## src/rtl/par_sram_pkg.sv

```systemverilog
package par_sram_pkg;
  localparam int REG_W   = 32;
  localparam int OFF_W   = 24;
  localparam int CTRL_W  = 9;
  localparam int INJ_BIT  = 0;
  localparam int HOLD_BIT = 8;
  localparam logic [3:0] OFS_CTRL = 4'h0;
  localparam logic [3:0] OFS_CAPT = 4'h4;
  localparam logic [3:0] OFS_INJ  = 4'h8;

  typedef struct packed {
    logic doWrite;
    logic doRead;
    logic flipPar;
  } memStrobe_t;
endpackage

```

## src/rtl/par_sram_ctrl.sv

```systemverilog
module par_sram_ctrl
  import par_sram_pkg::*;
#(
  parameter int ADDR_W = 6
) (
  input  logic                clk,
  input  logic                rstN,
  input  logic                regEn,
  input  logic                regWr,
  input  logic [3:0]          regAddr,
  input  logic [REG_W-1:0]    regWdata,
  output logic [REG_W-1:0]    regRdata,
  input  logic                memEn,
  input  logic                memWr,
  input  logic [ADDR_W-1:0]   memAddr,
  input  logic                errPulse,
  input  logic [OFF_W-1:0]    errOff,
  output memStrobe_t          strobe,
  output logic [OFF_W-1:0]    capAddr,
  output logic                capHold
);
  logic [CTRL_W-1:0] ctrlQ;
  logic [OFF_W-1:0]  injOffQ;
  logic [OFF_W-1:0]  captQ;
  logic [OFF_W-1:0]  memOff;
  logic              regWrite;

  assign regWrite = regEn & regWr;

  always_ff @(posedge clk or negedge rstN) begin
    if (!rstN) begin
      ctrlQ   <= '0;
      injOffQ <= '0;
      captQ   <= '0;
    end else begin
      if (regWrite && regAddr == OFS_CTRL) ctrlQ   <= regWdata[CTRL_W-1:0];
      if (regWrite && regAddr == OFS_INJ)  injOffQ <= regWdata[OFF_W-1:0];
      if (errPulse && !ctrlQ[HOLD_BIT])    captQ   <= errOff;
    end
  end

  always_comb begin
    regRdata = '0;
    case (regAddr)
      OFS_CTRL: regRdata[CTRL_W-1:0] = ctrlQ;
      OFS_CAPT: regRdata[OFF_W-1:0]  = captQ;
      OFS_INJ:  regRdata[OFF_W-1:0]  = injOffQ;
      default:  regRdata = '0;
    endcase
  end

  always_comb begin
    memOff = '0;
    memOff[ADDR_W+1:0] = {memAddr, 2'b00};
  end

  always_comb begin
    strobe.doWrite = memEn & memWr;
    strobe.doRead  = memEn & ~memWr;
    strobe.flipPar = memEn & memWr & ctrlQ[INJ_BIT] & (memOff == injOffQ);
  end

  assign capAddr = captQ;
  assign capHold = ctrlQ[HOLD_BIT];
endmodule

```

## src/rtl/par_sram_dp.sv

```systemverilog
module par_sram_dp
  import par_sram_pkg::*;
#(
  parameter int ADDR_W = 6,
  parameter int DATA_W = 32
) (
  input  logic                clk,
  input  logic                rstN,
  input  memStrobe_t          strobe,
  input  logic [ADDR_W-1:0]   memAddr,
  input  logic [DATA_W/8-1:0] memBe,
  input  logic [DATA_W-1:0]   memWdata,
  output logic [DATA_W-1:0]   memRdata,
  output logic                parErr,
  output logic [OFF_W-1:0]    errOff
);
  localparam int NB    = DATA_W / 8;
  localparam int DEPTH = 1 << ADDR_W;

  logic [DATA_W-1:0] dataArr [DEPTH];
  logic [NB-1:0]     parArr  [DEPTH];
  logic [NB-1:0]     wrPar;
  logic [NB-1:0]     laneBad;
  logic [DATA_W-1:0] rdData;
  logic [NB-1:0]     rdPar;
  logic [ADDR_W-1:0] rdAddr;
  logic              rdValid;

  for (genvar lane = 0; lane < NB; lane++) begin : gLane
    assign wrPar[lane]   = (^memWdata[lane*8 +: 8]) ^ strobe.flipPar;
    assign laneBad[lane] = (^rdData[lane*8 +: 8]) != rdPar[lane];
  end

  always_ff @(posedge clk) begin
    if (strobe.doWrite) begin
      for (int b = 0; b < NB; b++) begin
        if (memBe[b]) begin
          dataArr[memAddr][b*8 +: 8] <= memWdata[b*8 +: 8];
          parArr[memAddr][b]         <= wrPar[b];
        end
      end
    end
  end

  always_ff @(posedge clk or negedge rstN) begin
    if (!rstN) begin
      rdValid <= 1'b0;
      rdAddr  <= '0;
      rdData  <= '0;
      rdPar   <= '0;
    end else begin
      rdValid <= strobe.doRead;
      if (strobe.doRead) begin
        rdAddr <= memAddr;
        rdData <= dataArr[memAddr];
        rdPar  <= parArr[memAddr];
      end
    end
  end

  always_comb begin
    errOff = '0;
    errOff[ADDR_W+1:0] = {rdAddr, 2'b00};
  end

  assign memRdata = rdData;
  assign parErr   = rdValid & (|laneBad);
endmodule

```

## src/rtl/par_sram.sv

```systemverilog
module par_sram
  import par_sram_pkg::*;
#(
  parameter int ADDR_W = 6,
  parameter int DATA_W = 32
) (
  input  logic                clk,
  input  logic                rstN,
  input  logic                regEn,
  input  logic                regWr,
  input  logic [3:0]          regAddr,
  input  logic [31:0]         regWdata,
  output logic [31:0]         regRdata,
  input  logic                memEn,
  input  logic                memWr,
  input  logic [ADDR_W-1:0]   memAddr,
  input  logic [DATA_W/8-1:0] memBe,
  input  logic [DATA_W-1:0]   memWdata,
  output logic [DATA_W-1:0]   memRdata,
  output logic                parErr
);
  memStrobe_t       strobe;
  logic [OFF_W-1:0] errOff;
  logic [OFF_W-1:0] capAddr;
  logic             capHold;

  par_sram_ctrl #(.ADDR_W(ADDR_W)) uCtrl (
    .clk(clk), .rstN(rstN),
    .regEn(regEn), .regWr(regWr), .regAddr(regAddr),
    .regWdata(regWdata), .regRdata(regRdata),
    .memEn(memEn), .memWr(memWr), .memAddr(memAddr),
    .errPulse(parErr), .errOff(errOff),
    .strobe(strobe), .capAddr(capAddr), .capHold(capHold)
  );

  par_sram_dp #(.ADDR_W(ADDR_W), .DATA_W(DATA_W)) uDp (
    .clk(clk), .rstN(rstN), .strobe(strobe),
    .memAddr(memAddr), .memBe(memBe), .memWdata(memWdata),
    .memRdata(memRdata), .parErr(parErr), .errOff(errOff)
  );
endmodule

```

## config.mk

```make
export PLATFORM = sky130hd
export DESIGN_NAME = par_sram
export DESIGN_NICKNAME = d
export VERILOG_FILES = /design/src/rtl/par_sram_pkg.sv /design/src/rtl/par_sram_ctrl.sv /design/src/rtl/par_sram_dp.sv /design/src/rtl/par_sram.sv
export SDC_FILE = /design/constraint.sdc
export NUM_CORES = 2
export LEC_CHECK = 0
export BUFFER_PORTS_ARGS = -buffer_cell sky130_fd_sc_hd__buf_2
export CAP_MARGIN = 20
export CORE_MARGIN = 5
export CORE_UTILIZATION = 52
export DETAILED_ROUTE_END_ITERATION = 6
export MAX_ROUTING_LAYER = met4
export PLACE_DENSITY_LB_ADDON = 0.2
export SYNTH_ARGS = -nofsm -noshare
export SYNTH_HDL_FRONTEND = slang
export SYNTH_SLANG_ARGS = --single-unit
export TNS_END_PERCENT = 100
```

## constraint.sdc

```tcl
create_clock -name clk -period 4.51 [get_ports clk]
set_input_delay 0.902 -clock clk [delete_from_list [all_inputs] [get_ports clk]]
set_output_delay 0.902 -clock clk [all_outputs]
set_load 0.05 [all_outputs]
```

==> results.toml <==
[worst_setup_path]
path_class = "flop to output pin"
crit_top_cell = "xnor2_1"
critical_path.cell_chain = "xnor2_1 > xnor2_1 > xnor2_1 > xnor2_2 > a41oi_1 > buf_2"
r2r-end = "uCtrl.capAddr[6]"
worstPathArrival_ns = 3.17
critical-path-top-delay-family = "XOR/XNOR gates"
cp_max_fo = 3
cpPeakStageDelay_ns = 0.56
r2r_cells = 6
critPathSlowestCell = "xnor2_2"
rrSetupSlack_ns = 1.75
crit_required_ns = 3.61
endpoint_kind = "output pin"
start_kind = "flop"
timing.rr.start = "uDp.memRdata[20]"
worst-path-buf-inv = 1

[routing]
avgRoutedWirePerCell_um = 33.4
drt_iter0_markers = 8015
dr.pass1.iters = 6
via_per_inst = 6.60
drc = 0
ant_nets = 0
vias = 54385
wirelength_um = 275000

[cells_and_area]
final_common_cell = "edfxtp_1"
area_growth_syn_to_layout_pct = 14.6
final_cell_mix = "edfxtp_1 (2,304), buf_4 (460), nor2_1 (383)"
fin_nets = 5777
fin_cells = 8241
drive_gt1_share_pct = 23.3
postLayoutCoreUtil_pct = 59.9
fillCellCount = 12998

[synth]
synth_area_leaders = "edfxtp_1 (74%), mux4_2 (4.2%), mux2i_1 (3.0%), mux2_2 (2.4%), a221oi_1 (2.3%)"
synthArstFlopShare_pct = 3.44
synth_top_cell_by_area = "edfxtp_1"
synth.cell_area_um2 = 93400
synth_edf_count = 2304
synth.ff_latch_count = 2386
yosys.area.top_type_share_pct = 74.1
ys_warn_count = 0
synth_top_flop_cell = "edfxtp_1"
syn_inst = 5182
seq_area_frac_synth_pct = 76.3
synth.distinct_cells = 64
synth_area_per_cell_um2 = 18.0

[sta]
skew_ns = 0.0265
rsz0062_at_grt = "false"
period_minus_slack_ns = 4.07
max_freq_ghz = 0.246
period_share_pct = 90.3
relSlewSlack_pct = 25.6
report.final.slew_viol_count = 0
finalSetupTns_ns = 0
setup_violations = 0
worst_pin_slew_ns = 1.11
finalHoldViolCount = 0
fin_ws_ns = 0.437

[power_and_ir_drop]
power.density_nw_per_um2 = 445
p_int_mw = 36.7
power_frac_seq_pct = 52.4
p_clk_share_pct = 39.6
vdd_drop_max_uv = 384
swShare_pct = 23.0
p_sw_mw = 11.0
p_leak_nw = 35.2
comb_power_share_pct = 8.1

[global_routing]
use_met2_pct = 44.6
grt-busiest-layer = "met2"
grt_use_total_pct = 29.8
grtUsageMet1_pct = 40.5
antenna_found_initial = 11
grt_pass1_wl_um = 389000
use_met3_pct = 6.04
grt_max_degree = 66
grt-ovfl-total = 0
grt_pass1_vias = 52704

[flow_run]
cap_violations = 0

[clocking]
cts_tree = "yes"
cts_hold_buf = 0
clkLatencyLatePin_ns = 0.87
cts_buffer_depth = 3
cts_root_buf = "clkbuf_16"
cts-buffers-inserted = 229
clk_pin_slew_ns = 0.06
numClockSinks = 2386
cts_htree_levels = 4

[placement]
numPortBuffers = 132
hpwlAfterDp_um = 167000
placed_cells = 7815
post-place-ws_ns = 0.640
globalplace.congestion = 0.888

[die]
dieArea_um2 = 188000
core_area_um2 = 179000
start_util_pct = 52.3
rows = 155
die_y_um = 434
ios = 149
die_x_um = 434

[status]
outcome = "complete, no violations"

[min_path]
min_path_type = "input pin to asynchronous set/reset pin"
-- power by group through the flow --
stage	sequential (mW)	combinational (mW)	clock [mW]
detailed placement	25.4	3.79	0
global route	25.0	4.01	20.0
floorplan	25.5	1.80	0
global placement	25.4	3.73	0
finish	25.0	3.85	18.8
CTS	25.0	3.80	19.0
-- state kept, by name, indices dropped and copies added, names as in the netlist --
register	count
uCtrl.capAddr	6
uCtrl.ctrlQ	9
uCtrl.injOffQ	24
uDp.dataArr	2048
uDp.memRdata	32
uDp.parArr	256
uDp.rdAddr	6
uDp.rdPar	4
uDp.rdValid	1
-- how the worst max path moves through the flow --
| stage | from | end | cells after the start | slack [ns] |
|---|---|---|---|---|
| after floorplan | memAddr[0] | uDp.parArr[0][1] | 9 | 0.12 |
| after global placement | memAddr[0] | uDp.dataArr[29][21] | 5 | 0.63 |
| after detailed placement | memAddr[0] | uDp.dataArr[29][21] | 5 | 0.64 |
| after CTS | uDp.memRdata[20] | parErr | 6 | 0.0002 |
| after global routing | uDp.memRdata[20] | parErr | 6 | 0.32 |
| final | uDp.memRdata[20] | parErr | 6 | 0.44 |
-- worst register-to-register path, stage by stage, from the launching register on --
cell     delay [ns]
dfrtp_1        0.46
xnor2_1        0.25
xnor2_1        0.17
xnor2_1        0.14
xnor2_2        0.57
a41oi_1        0.60
mux2_2         0.45
-- cell families (layout without fill, tap and decap cells) --
kind of cell,Yosys count,after routing,synth area share [%]
AO/OA/AOI/OAI,1021,1021,8.31
XOR/XNOR,70,70,0.657
buffers and inverters,379,1069,2.16
flip-flops,2386,2386,76.3
multiplexers,654,654,9.62
other,1,15,0.00402
AND/OR/NAND/NOR,671,671,2.95
-- Yosys cell counts, types with 5 or more instances --
cell type	n
nand2b_1	10
a2111oi_0	8
nor2b_1	9
mux4_2	174
nor2_1	391
o2bb2ai_1	48
a211oi_1	25
and3_1	11
clkbuf_1	106
nor3_1	9
a41oi_1	6
nand2_1	190
a222oi_1	23
o22a_1	23
o221ai_1	46
inv_1	7
nand4_1	5
a21oi_1	113
xnor2_1	66
a221oi_1	244
mux2i_1	276
o21ai_0	86
o2111ai_1	6
o32a_1	16
and2_1	24
nor4_1	5
buf_4	62
dfrtp_1	82
a22oi_1	134
buf_2	146
a22o_1	44
mux2_2	200
a221o_1	45
buf_6	24
buf_1	30
a31oi_1	17
edfxtp_1	2304
o211ai_1	9
o22ai_1	110
-- metrics by stage --
step	cell area (um^2)	total power [mW]	hold WS [ns]
after floorplan	93400	27.3	0.441
after global routing	107000	49.0	0.231
after CTS	107000	47.8	0.179
final	107000	47.6	0.193
after global placement	99700	29.1	0.459
after detailed placement	99700	29.2	0.468
-- layout make-up --
| type | instances | area (um^2) | area share, % |
|---|---|---|---|
| tap | 2355 | 2950 | 2.75 |
| sequential | 2386 | 71200 | 66.6 |
| timing repair buffer | 641 | 5130 | 4.79 |
| clock buffer | 307 | 6120 | 5.72 |
| clock inverter | 110 | 1160 | 1.08 |
| inverter | 11 | 56.3 | 0.0526 |
| antenna | 7 | 17.5 | 0.0164 |
| multi-input combinational | 2424 | 20300 | 19.0 |
-- what timing repair did --
item	CTS	global route
endpoints found under the setup margin	0	1
gates resized for setup	0	1
setup buffers	0	0
-- routing by layer --
metal  wire length, um  up-vias  part of all wire (%)
li1                  -    22198                     -
met1            105000    28073                    38
met2            128000     3493                    46
met3             29500      621                    11
met4             12900        0                   4.7
met5                 0        -                     0
No activity file was read; power rests on OpenSTA's default activity.
